<file path="src/rtl/uart_rx_pkg.sv">
package uart_rx_pkg;
  localparam int DATA_MIN = 5;
  localparam int DATA_MAX = 9;
  localparam int NB_W     = $clog2(DATA_MAX + 1);
  localparam int LEN_W    = 3;

  typedef enum logic [2:0] {
    RX_IDLE, RX_START, RX_DATA, RX_PAR, RX_STOP
  } rx_state_t;

  // number of data bits selected by a length code
  function automatic logic [NB_W-1:0] data_bits(input logic [LEN_W-1:0] code);
    if (code > LEN_W'(DATA_MAX - DATA_MIN)) return NB_W'(DATA_MAX);
    return NB_W'(code) + NB_W'(DATA_MIN);
  endfunction

  function automatic logic maj3(input logic a, input logic b, input logic c);
    return (a & b) | (a & c) | (b & c);
  endfunction

  // parity bit a transmitter would send for this word
  function automatic logic calc_par(input logic [DATA_MAX-1:0] d, input logic odd);
    return (^d) ^ odd;
  endfunction

  // right-align a word that was shifted in from the top
  function automatic logic [DATA_MAX-1:0] align_word(input logic [DATA_MAX-1:0] sh,
                                                     input logic [NB_W-1:0] nb);
    return sh >> (NB_W'(DATA_MAX) - nb);
  endfunction
endpackage

</file>
<file path="src/rtl/rx_line_sync.sv">
module rx_line_sync #(
  parameter int STAGES = 2
) (
  input  logic clk,
  input  logic rst_n,
  input  logic d_in,
  output logic d_out
);
  logic [STAGES-1:0] pipe;

  always_ff @(posedge clk or negedge rst_n) begin
    if (!rst_n) pipe <= '1;
    else        pipe <= {pipe[STAGES-2:0], d_in};
  end

  assign d_out = pipe[STAGES-1];
endmodule

</file>
<file path="src/rtl/rx_frame_core.sv">
module rx_frame_core
  import uart_rx_pkg::*;
#(
  parameter int OS_RATE = 16
) (
  input  logic                 clk,
  input  logic                 rst_n,
  input  logic                 rx_s,
  input  logic                 os_tick,
  input  logic [LEN_W-1:0]     cfg_len,
  input  logic [1:0]           cfg_parity,
  output logic                 start_seen,
  output logic                 start_reject,
  output logic                 frame_done,
  output logic                 busy,
  output logic [DATA_MAX-1:0]  word_out,
  output logic                 fe_out,
  output logic                 pe_out
);
  localparam int CW = $clog2(OS_RATE);
  localparam int MID = OS_RATE / 2;
  localparam logic [CW-1:0] T_A   = CW'(MID - 1);
  localparam logic [CW-1:0] T_B   = CW'(MID);
  localparam logic [CW-1:0] T_V   = CW'(MID + 1);
  localparam logic [CW-1:0] T_END = CW'(OS_RATE - 1);

  rx_state_t            st;
  logic [CW-1:0]        cnt;
  logic                 s_a, s_b, rx_prev, par_rx;
  logic [NB_W-1:0]      idx;
  logic [DATA_MAX-1:0]  sh;

  logic [NB_W-1:0] nb;
  logic            par_en, vote_now, vote_val, bit_end;

  assign nb       = data_bits(cfg_len);
  assign par_en   = cfg_parity[1];
  assign busy     = (st != RX_IDLE);
  assign vote_now = busy && os_tick && (cnt == T_V);
  assign bit_end  = busy && os_tick && (cnt == T_END);
  assign vote_val = maj3(s_a, s_b, rx_s);

  assign start_seen   = (st == RX_IDLE) && rx_prev && !rx_s;
  assign start_reject = (st == RX_START) && vote_now && vote_val;
  assign frame_done   = (st == RX_STOP) && vote_now;

  assign word_out = align_word(sh, nb);
  assign fe_out   = !vote_val;
  assign pe_out   = par_en && (par_rx != calc_par(word_out, cfg_parity[0]));

  always_ff @(posedge clk or negedge rst_n) begin
    if (!rst_n) begin
      st <= RX_IDLE; cnt <= '0; s_a <= 1'b1; s_b <= 1'b1;
      rx_prev <= 1'b1; par_rx <= 1'b0; idx <= '0; sh <= '0;
    end else begin
      rx_prev <= rx_s;
      if (start_seen)          cnt <= '0;
      else if (busy && os_tick) cnt <= cnt + 1'b1;
      if (os_tick && cnt == T_A) s_a <= rx_s;
      if (os_tick && cnt == T_B) s_b <= rx_s;
      case (st)
        RX_IDLE:  if (start_seen) st <= RX_START;
        RX_START: begin
          if (start_reject) st <= RX_IDLE;
          else if (bit_end) begin st <= RX_DATA; idx <= '0; end
        end
        RX_DATA: begin
          if (vote_now) sh <= {vote_val, sh[DATA_MAX-1:1]};
          if (bit_end) begin
            if (idx == nb - 1'b1) st <= par_en ? RX_PAR : RX_STOP;
            else                  idx <= idx + 1'b1;
          end
        end
        RX_PAR: begin
          if (vote_now) par_rx <= vote_val;
          if (bit_end)  st <= RX_STOP;
        end
        RX_STOP:  if (vote_now) st <= RX_IDLE;
        default:  st <= RX_IDLE;
      endcase
    end
  end
endmodule

</file>
<file path="src/rtl/rx_hold_reg.sv">
module rx_hold_reg
  import uart_rx_pkg::*;
(
  input  logic                clk,
  input  logic                rst_n,
  input  logic                load,
  input  logic                rd,
  input  logic [DATA_MAX-1:0] d_in,
  input  logic                fe_in,
  input  logic                pe_in,
  output logic [DATA_MAX-1:0] d_out,
  output logic                full,
  output logic                fe,
  output logic                pe
);
  always_ff @(posedge clk or negedge rst_n) begin
    if (!rst_n) begin
      d_out <= '0; full <= 1'b0; fe <= 1'b0; pe <= 1'b0;
    end else if (load) begin
      d_out <= d_in; full <= 1'b1; fe <= fe_in; pe <= pe_in;
    end else if (rd) begin
      full <= 1'b0;
    end
  end
endmodule

</file>
<file path="src/rtl/uart_frame_rx.sv">
module uart_frame_rx
  import uart_rx_pkg::*;
#(
  parameter int OS_RATE     = 16,
  parameter int SYNC_STAGES = 2
) (
  input  logic                clk,
  input  logic                rst_n,
  input  logic                rx_line,
  input  logic                os_tick,
  input  logic [LEN_W-1:0]    cfg_len,
  input  logic [1:0]          cfg_parity,
  input  logic                rd_strobe,
  output logic [DATA_MAX-1:0] rx_data,
  output logic                rx_full,
  output logic                frame_err,
  output logic                parity_err
);
  logic rx_s, start_seen, start_reject, frame_done, busy, fe_w, pe_w;
  logic [DATA_MAX-1:0] word_w;

  rx_line_sync #(.STAGES(SYNC_STAGES)) sync_i (
    .clk(clk), .rst_n(rst_n), .d_in(rx_line), .d_out(rx_s)
  );

  rx_frame_core #(.OS_RATE(OS_RATE)) core_i (
    .clk(clk), .rst_n(rst_n), .rx_s(rx_s), .os_tick(os_tick),
    .cfg_len(cfg_len), .cfg_parity(cfg_parity),
    .start_seen(start_seen), .start_reject(start_reject),
    .frame_done(frame_done), .busy(busy),
    .word_out(word_w), .fe_out(fe_w), .pe_out(pe_w)
  );

  rx_hold_reg hold_i (
    .clk(clk), .rst_n(rst_n), .load(frame_done), .rd(rd_strobe),
    .d_in(word_w), .fe_in(fe_w), .pe_in(pe_w),
    .d_out(rx_data), .full(rx_full), .fe(frame_err), .pe(parity_err)
  );
endmodule

</file>
<file path="config.mk">
export PLATFORM = sky130hd
export DESIGN_NAME = uart_frame_rx
export DESIGN_NICKNAME = d
export VERILOG_FILES = /design/src/rtl/uart_rx_pkg.sv /design/src/rtl/rx_line_sync.sv /design/src/rtl/rx_frame_core.sv /design/src/rtl/rx_hold_reg.sv /design/src/rtl/uart_frame_rx.sv
export SDC_FILE = /design/constraint.sdc
export NUM_CORES = 1
export LEC_CHECK = 0
export BUFFER_PORTS_ARGS = -buffer_cell sky130_fd_sc_hd__buf_2
export CAP_MARGIN = 15
export CORE_UTILIZATION = 35
export DETAILED_ROUTE_END_ITERATION = 8
export PLACE_DENSITY = 0.5
export REMOVE_ABC_BUFFERS = 1
export SYNTH_ARGS = -nofsm -noshare
export SYNTH_HDL_FRONTEND = slang
export SYNTH_SLANG_ARGS = --single-unit
</file>
<file path="constraint.sdc">
create_clock -name clk -period 5.3 [get_ports clk]
set_clock_uncertainty 0.1 [all_clocks]
set_input_delay 0.53 -clock clk [delete_from_list [all_inputs] [get_ports clk]]
set_output_delay 0.53 -clock clk [all_outputs]
set_load 0.005 [all_outputs]
</file>
==> impl_metrics.json, run 1 <==
{
  "async_reset_ff_share_pct": 100,
  "path_max_fanout": 31,
  "nFillCells": 783,
  "status": "finished clean",
  "ant_nets": 0,
  "setup_slack_ns": 1.33,
  "synthCells": 288,
  "clock.fmax_mhz": 252,
  "drt-total-wl_mm": 5.75,
  "synth_xor_area_share_pct": 3.71,
  "cts_tree": "built",
  "synth_top_family_by_area": "compound AO/OA/AOI/OAI gates",
  "reg2reg_depth": 5,
  "clk_latency_ns": 0.30,
  "rsz0062_at_grt": "false",
  "start_kind": "input port",
  "min_path_type": "input port to asynchronous set/reset pin",
  "final_area_sq_um": 2820,
  "cts_resized": 0,
  "die_h_microns": 88.1,
  "slew_viol_final": 0,
  "grt_overflow_total": 0,
  "clock-sinks": 38,
  "mostFrequentLayoutCell": "nand2_1",
  "yosys.area_share.simple_pct": 20.7,
  "final-setup-viol-count": 0,
  "ys.flop_type": "dfrtp_1",
  "antennaDiodeCount": 0,
  "grt_util_all_layers_pct": 16.0,
  "cts_setup_buffers": 0,
  "ys_warn_count": 0,
  "drv_cap": 0,
  "grt_pass1_vias": 1959,
  "path_clk_slew_ns": 0.08,
  "ys_seq_elements": 38,
  "via_per_inst": 5.24,
  "yosysTopAreaCellShare_pct": 31.8,
  "antenna_found_initial": 0,
  "fin_nets": 318,
  "root_buffer": "clkbuf_8",
  "slew_headroom_pct": 43.4,
  "grt_pass1_wl_mm": 9.56,
  "tightest_slew_ns": 0.849,
  "cts.path.max_buffers": 2,
  "synth-edff-count": 0,
  "holdBufCountCts": 0,
  "grt_max_degree": 39,
  "layout_common_cells": "nand2_1, dfrtp_1, buf_2",
  "ios": 22,
  "cp.required_ns": 5.44,
  "power_uw": 937,
  "drc": 0,
  "arrival_ns": 4.11,
  "synth.largest_area_cell": "dfrtp_1",
  "cts-htree-levels": 2,
  "start_util_pct": 36.0,
  "yosysSeqAreaShare_pct": 36.9,
  "cp-end-kind": "flop",
  "fin_crit_ns": 3.97,
  "peakVddDrop_uv": 155,
  "vias": 2097,
  "place_hpwl_mm": 4.15,
  "syn-cell-area_sq_um": 2590,
  "area_delta_synth_final_pct": 8.73,
  "numCtsBuffers": 5,
  "fin_setup_tns_ns": 0,
  "drt_iter0_drc": 71,
  "finalHoldViolations": 0,
  "synth_compound_area_share_pct": 21.9,
  "first_pass_iters": 4,
  "pre_cts_ws_ns": 1.00,
  "muxShareOfSynthArea_pct": 6.99,
  "synthAdderAreaFrac_pct": 4.25,
  "gp_congestion": 0.779,
  "dpl-instance-area_sq_um": 2730,
  "synth.area.top_cells": "dfrtp_1, nand2_1, dfstp_2, mux2_2, ha_1",
  "grt_util_met2_pct": 27.8,
  "fp-row-count": 31,
  "pwr_density_cell_nw_per_um2": 332,
  "grtUsageMet1_pct": 20.1,
  "grt_busiest_layer": "met2",
  "syn_area_per_cell_sq_um": 9.01,
  "avgRoutedWirePerCell_microns": 14.4,
  "core_area_sq_um": 7210,
  "leakagePower_nw": 1.27,
  "drive_gt1_share_pct": 18.3,
  "path_class": "input port to flop",
  "dieArea_sq_um": 7760,
  "die_w_microns": 88.1,
  "period_share_pct": 75.0,
  "yosys.cell_types.count": 58,
  "portBuffers": 21,
  "grt_use_met3_pct": 2.83
}
flip-flops by register name, summed over array words and instances, names as in the netlist:
name	flops
sync_i.pipe	2
core_i.sh	9
core_i.idx	4
hold_i.full	1
core_i.rx_prev	1
core_i.st	3
hold_i.fe	1
hold_i.d_out	9
hold_i.pe	1
core_i.par_rx	1
core_i.s_a	1
core_i.cnt	4
core_i.s_b	1
per-layer routing:
metal / vias to the layer above / part of all wire, %
met5: - / 0
met4: 0 / 1.1
met3: 5 / 2.1
met2: 31 / 49
met1: 998 / 47
li1: 1063 / -
synthesized netlist by cell type, drive strengths merged, types with 8 or more instances:
| library cell | n |
|---|---|
| o21ai | 23 |
| a21oi | 10 |
| nand3 | 10 |
| ha | 8 |
| buf | 8 |
| nor2 | 20 |
| inv | 14 |
| nand2 | 37 |
| nand2b | 10 |
| dfrtp | 33 |
| mux2 | 11 |
| clkbuf | 8 |
stage by stage:
step                hold slack [ns]  utilization, %  std cells
floorplan                     0.134               -        272
global placement              0.249            37.9        392
detailed placement            0.248            37.9        392
CTS                           0.217            39.1        400
global route                  0.207            39.1        400
finish                        0.227            39.1        400
cell families after synthesis:
kind of cell,count (synthesis)
xor+xnor,11
buf+inv,30
fa+ha+maj,9
flops,38
compound gates,77
simple gates,107
mux,16
area by class of cell:
class                   count  area (sq um)  share of cell area [%]
multi-input cells         220          1500                    53.0
flip-flops and latches     38           957                    33.9
well taps                  99           124                    4.39
repair buffers             21           105                    3.73
clock buffers               6          72.6                    2.57
inverters                  14          52.6                    1.86
clock inverters             2          13.8                   0.488
worst paths after layout:
kind                                 from              end  slack [ns]
max                            cfg_len[0]        hold_i.pe        1.33
min                                 rst_n  hold_i.d_out[4]        0.23
max reg2reg                  core_i.st[2]     core_i.sh[0]        2.93
min reg2reg                sync_i.pipe[0]   sync_i.pipe[1]        0.26
max in group asynchronous           rst_n     core_i.st[0]        4.32
min in group clk                  rx_line   sync_i.pipe[0]        0.23
power by group:
group | leakage (nW) | total [mW] | internal [mW] | switching, mW
Clock | 0.0452 | 0.201 | 0.0929 | 0.108
Sequential | 0.482 | 0.406 | 0.343 | 0.0631
Combinational | 0.741 | 0.330 | 0.143 | 0.187
worst max-delay path, stage by stage:
cell      delay (ns)
buf_2           0.41
inv_1           0.17
ha_1            0.75
nand2_1         0.17
ha_1            0.52
nor2b_1         0.08
mux2_4          0.28
o2111a_1        0.14
or3_1           0.37
a21o_1          0.18
a21o_1          0.18
a211oi_1        0.20
nand3b_1        0.12
Note: power is estimated with default switching activity, not from simulation.
==> inputs of run 2 (changes only) <==
==> constraint.sdc (replaced) <==
create_clock -name clk -period 3.85 [get_ports clk]
set_clock_uncertainty 0.1 [all_clocks]
set_input_delay 0.385 -clock clk [delete_from_list [all_inputs] [get_ports clk]]
set_output_delay 0.385 -clock clk [all_outputs]
set_load 0.005 [all_outputs]
==> impl_metrics.json, run 2 (synthesized netlist as in run 1, its figures left out) <==
{
  "area_delta_synth_final_pct": 9.50,
  "die_h_microns": 88.1,
  "reg_top3": "core_i.sh: 9 flops, hold_i.d_out: 9 flops",
  "arrival_ns": 3.33,
  "cts.path.max_buffers": 2,
  "slew_viol_final": 0,
  "cts_tree": "built",
  "rsz0062_at_grt": "false",
  "cp-end-kind": "flop",
  "leakagePower_nw": 1.28,
  "finalHoldViolations": 0,
  "final-setup-viol-count": 0,
  "drt_iter0_drc": 93,
  "place_hpwl_mm": 4.07,
  "drt-total-wl_mm": 5.53,
  "grt_pass1_wl_mm": 9.54,
  "r2r_slack_ns": 1.46,
  "cts-htree-levels": 2,
  "tightest_slew_ns": 0.857,
  "clock-sinks": 38,
  "avgRoutedWirePerCell_microns": 13.7,
  "wl_met2_mm": 2.60,
  "fp-row-count": 31,
  "grt_util_all_layers_pct": 15.9,
  "met3WireLength_microns": 117,
  "combPwrFrac_pct": 35.1,
  "top_layer": "met4",
  "numCtsBuffers": 5,
  "cp.required_ns": 3.98,
  "via_per_inst": 5.10,
  "mostFrequentLayoutCell": "nand2_1",
  "grt_overflow_total": 0,
  "pwr_density_cell_nw_per_um2": 453,
  "start_kind": "input port",
  "p_sw_uw": 487,
  "fin_crit_ns": 3.19,
  "peakVddDrop_uv": 208,
  "switching_share_pct": 37.9,
  "fin_nets": 321,
  "vias": 2057,
  "first_pass_iters": 4,
  "holdWs_ns": 0.0914,
  "ant_nets": 0,
  "antenna_found_initial": 0,
  "clockPowerShare_pct": 21.2,
  "ios": 22,
  "crit_chain": "buf_2, inv_1, ha_1, nand2_1, mux2_2, ha_1, nor2b_1, mux2_4, o2111a_1, or3_1, a21o_1, a21o_1, a211oi_1, nand3b_1",
  "drv_cap": 0,
  "clock.fmax_mhz": 313,
  "antennaDiodeCount": 0,
  "cts_resized": 0,
  "seqPwrFrac_pct": 43.7,
  "start_util_pct": 36.0,
  "path_class": "input port to flop",
  "period_share_pct": 83.0,
  "layout_common_cells": "nand2_1, dfrtp_1, buf_2",
  "cpPeakStageDelay_ns": 0.47,
  "die_w_microns": 88.1,
  "root_buffer": "clkbuf_8",
  "fin_setup_tns_ns": 0,
  "drc": 0,
  "clk_latency_ns": 0.29,
  "drt-met1-wl_mm": 2.76,
  "portBuffers": 21,
  "gp_congestion": 0.761,
  "intPower_uw": 799,
  "path_max_fanout": 11,
  "path_clk_slew_ns": 0.08,
  "slew_headroom_pct": 42.9,
  "cts_setup_buffers": 0,
  "min_path_type": "input port to asynchronous set/reset pin",
  "core_area_sq_um": 7210,
  "nFillCells": 759,
  "holdBufCountCts": 0,
  "cp_slowest_cell": "ha_1",
  "grt_max_degree": 39,
  "drive_gt1_share_pct": 18.8,
  "rr_endpoint": "core_i.sh[0]",
  "reg2reg_depth": 5,
  "grt_pass1_vias": 1975,
  "r2r_start": "core_i.st[2]",
  "dieArea_sq_um": 7760,
  "status": "finished clean"
}
run 2: power by group through the flow:
| stage | clock network [mW] | registers, mW | logic, mW |
|---|---|---|---|
| after floorplan | 0 | 0.545 | 0.356 |
| after global placement | 0 | 0.569 | 0.454 |
| after detailed placement | 0 | 0.569 | 0.456 |
| after CTS | 0.287 | 0.562 | 0.456 |
| after global routing | 0.302 | 0.575 | 0.514 |
| final | 0.273 | 0.562 | 0.451 |
run 2: worst max-delay path, delay by kind of cell:
| kind | cells | cell delay, ns |
|---|---|---|
| adders and majority gates | 2 | 0.72 |
| AOI/OAI and AO/OA | 4 | 0.72 |
| and+or+nand+nor | 4 | 0.68 |
| muxes | 2 | 0.57 |
| buffers and inverters | 2 | 0.26 |
run 2: worst max path at each step:
stage | slack [ns] | depth (start not counted) | end | start
finish | 0.66 | 14 | hold_i.pe | cfg_len[0]
global placement | 0.43 | 14 | hold_i.pe | cfg_len[0]
CTS | 0.67 | 14 | hold_i.pe | cfg_len[0]
detailed placement | 0.34 | 14 | hold_i.pe | cfg_len[0]
global route | 0.44 | 14 | hold_i.pe | cfg_len[0]
floorplan | 0.61 | 12 | hold_i.pe | cfg_len[0]
run 2: layer usage:
layer | track usage, % | up-vias
li1 | - | 1064
met1 | 21.1 | 962
met2 | 26.5 | 24
met3 | 2.83 | 7
met4 | 4.40 | 0
met5 | 0 | -
run 2: cell type report:
| type | count | area [sq um] | share of cell area, % |
|---|---|---|---|
| Inverter | 14 | 52.6 | 1.85 |
| Timing Repair Buffer | 24 | 128 | 4.49 |
| Multi-Input combinational cell | 220 | 1500 | 52.6 |
| Tap cell | 99 | 124 | 4.36 |
| Clock inverter | 1 | 7.51 | 0.264 |
| Clock buffer | 7 | 76.3 | 2.69 |
| Sequential cell | 38 | 957 | 33.7 |
run 2: stage by stage:
| step | total power [mW] | setup WS, ns | utilization (%) | instance area (sq um) | instances |
|---|---|---|---|---|---|
| global placement | 1.02 | 0.430 | 38.2 | 2760 | 395 |
| floorplan | 0.901 | 0.612 | - | 2500 | 272 |
| detailed placement | 1.02 | 0.339 | 38.2 | 2760 | 395 |
| global route | 1.39 | 0.445 | 39.4 | 2840 | 403 |
| CTS | 1.31 | 0.665 | 39.4 | 2840 | 403 |
| finish | 1.29 | 0.655 | 39.4 | 2840 | 403 |
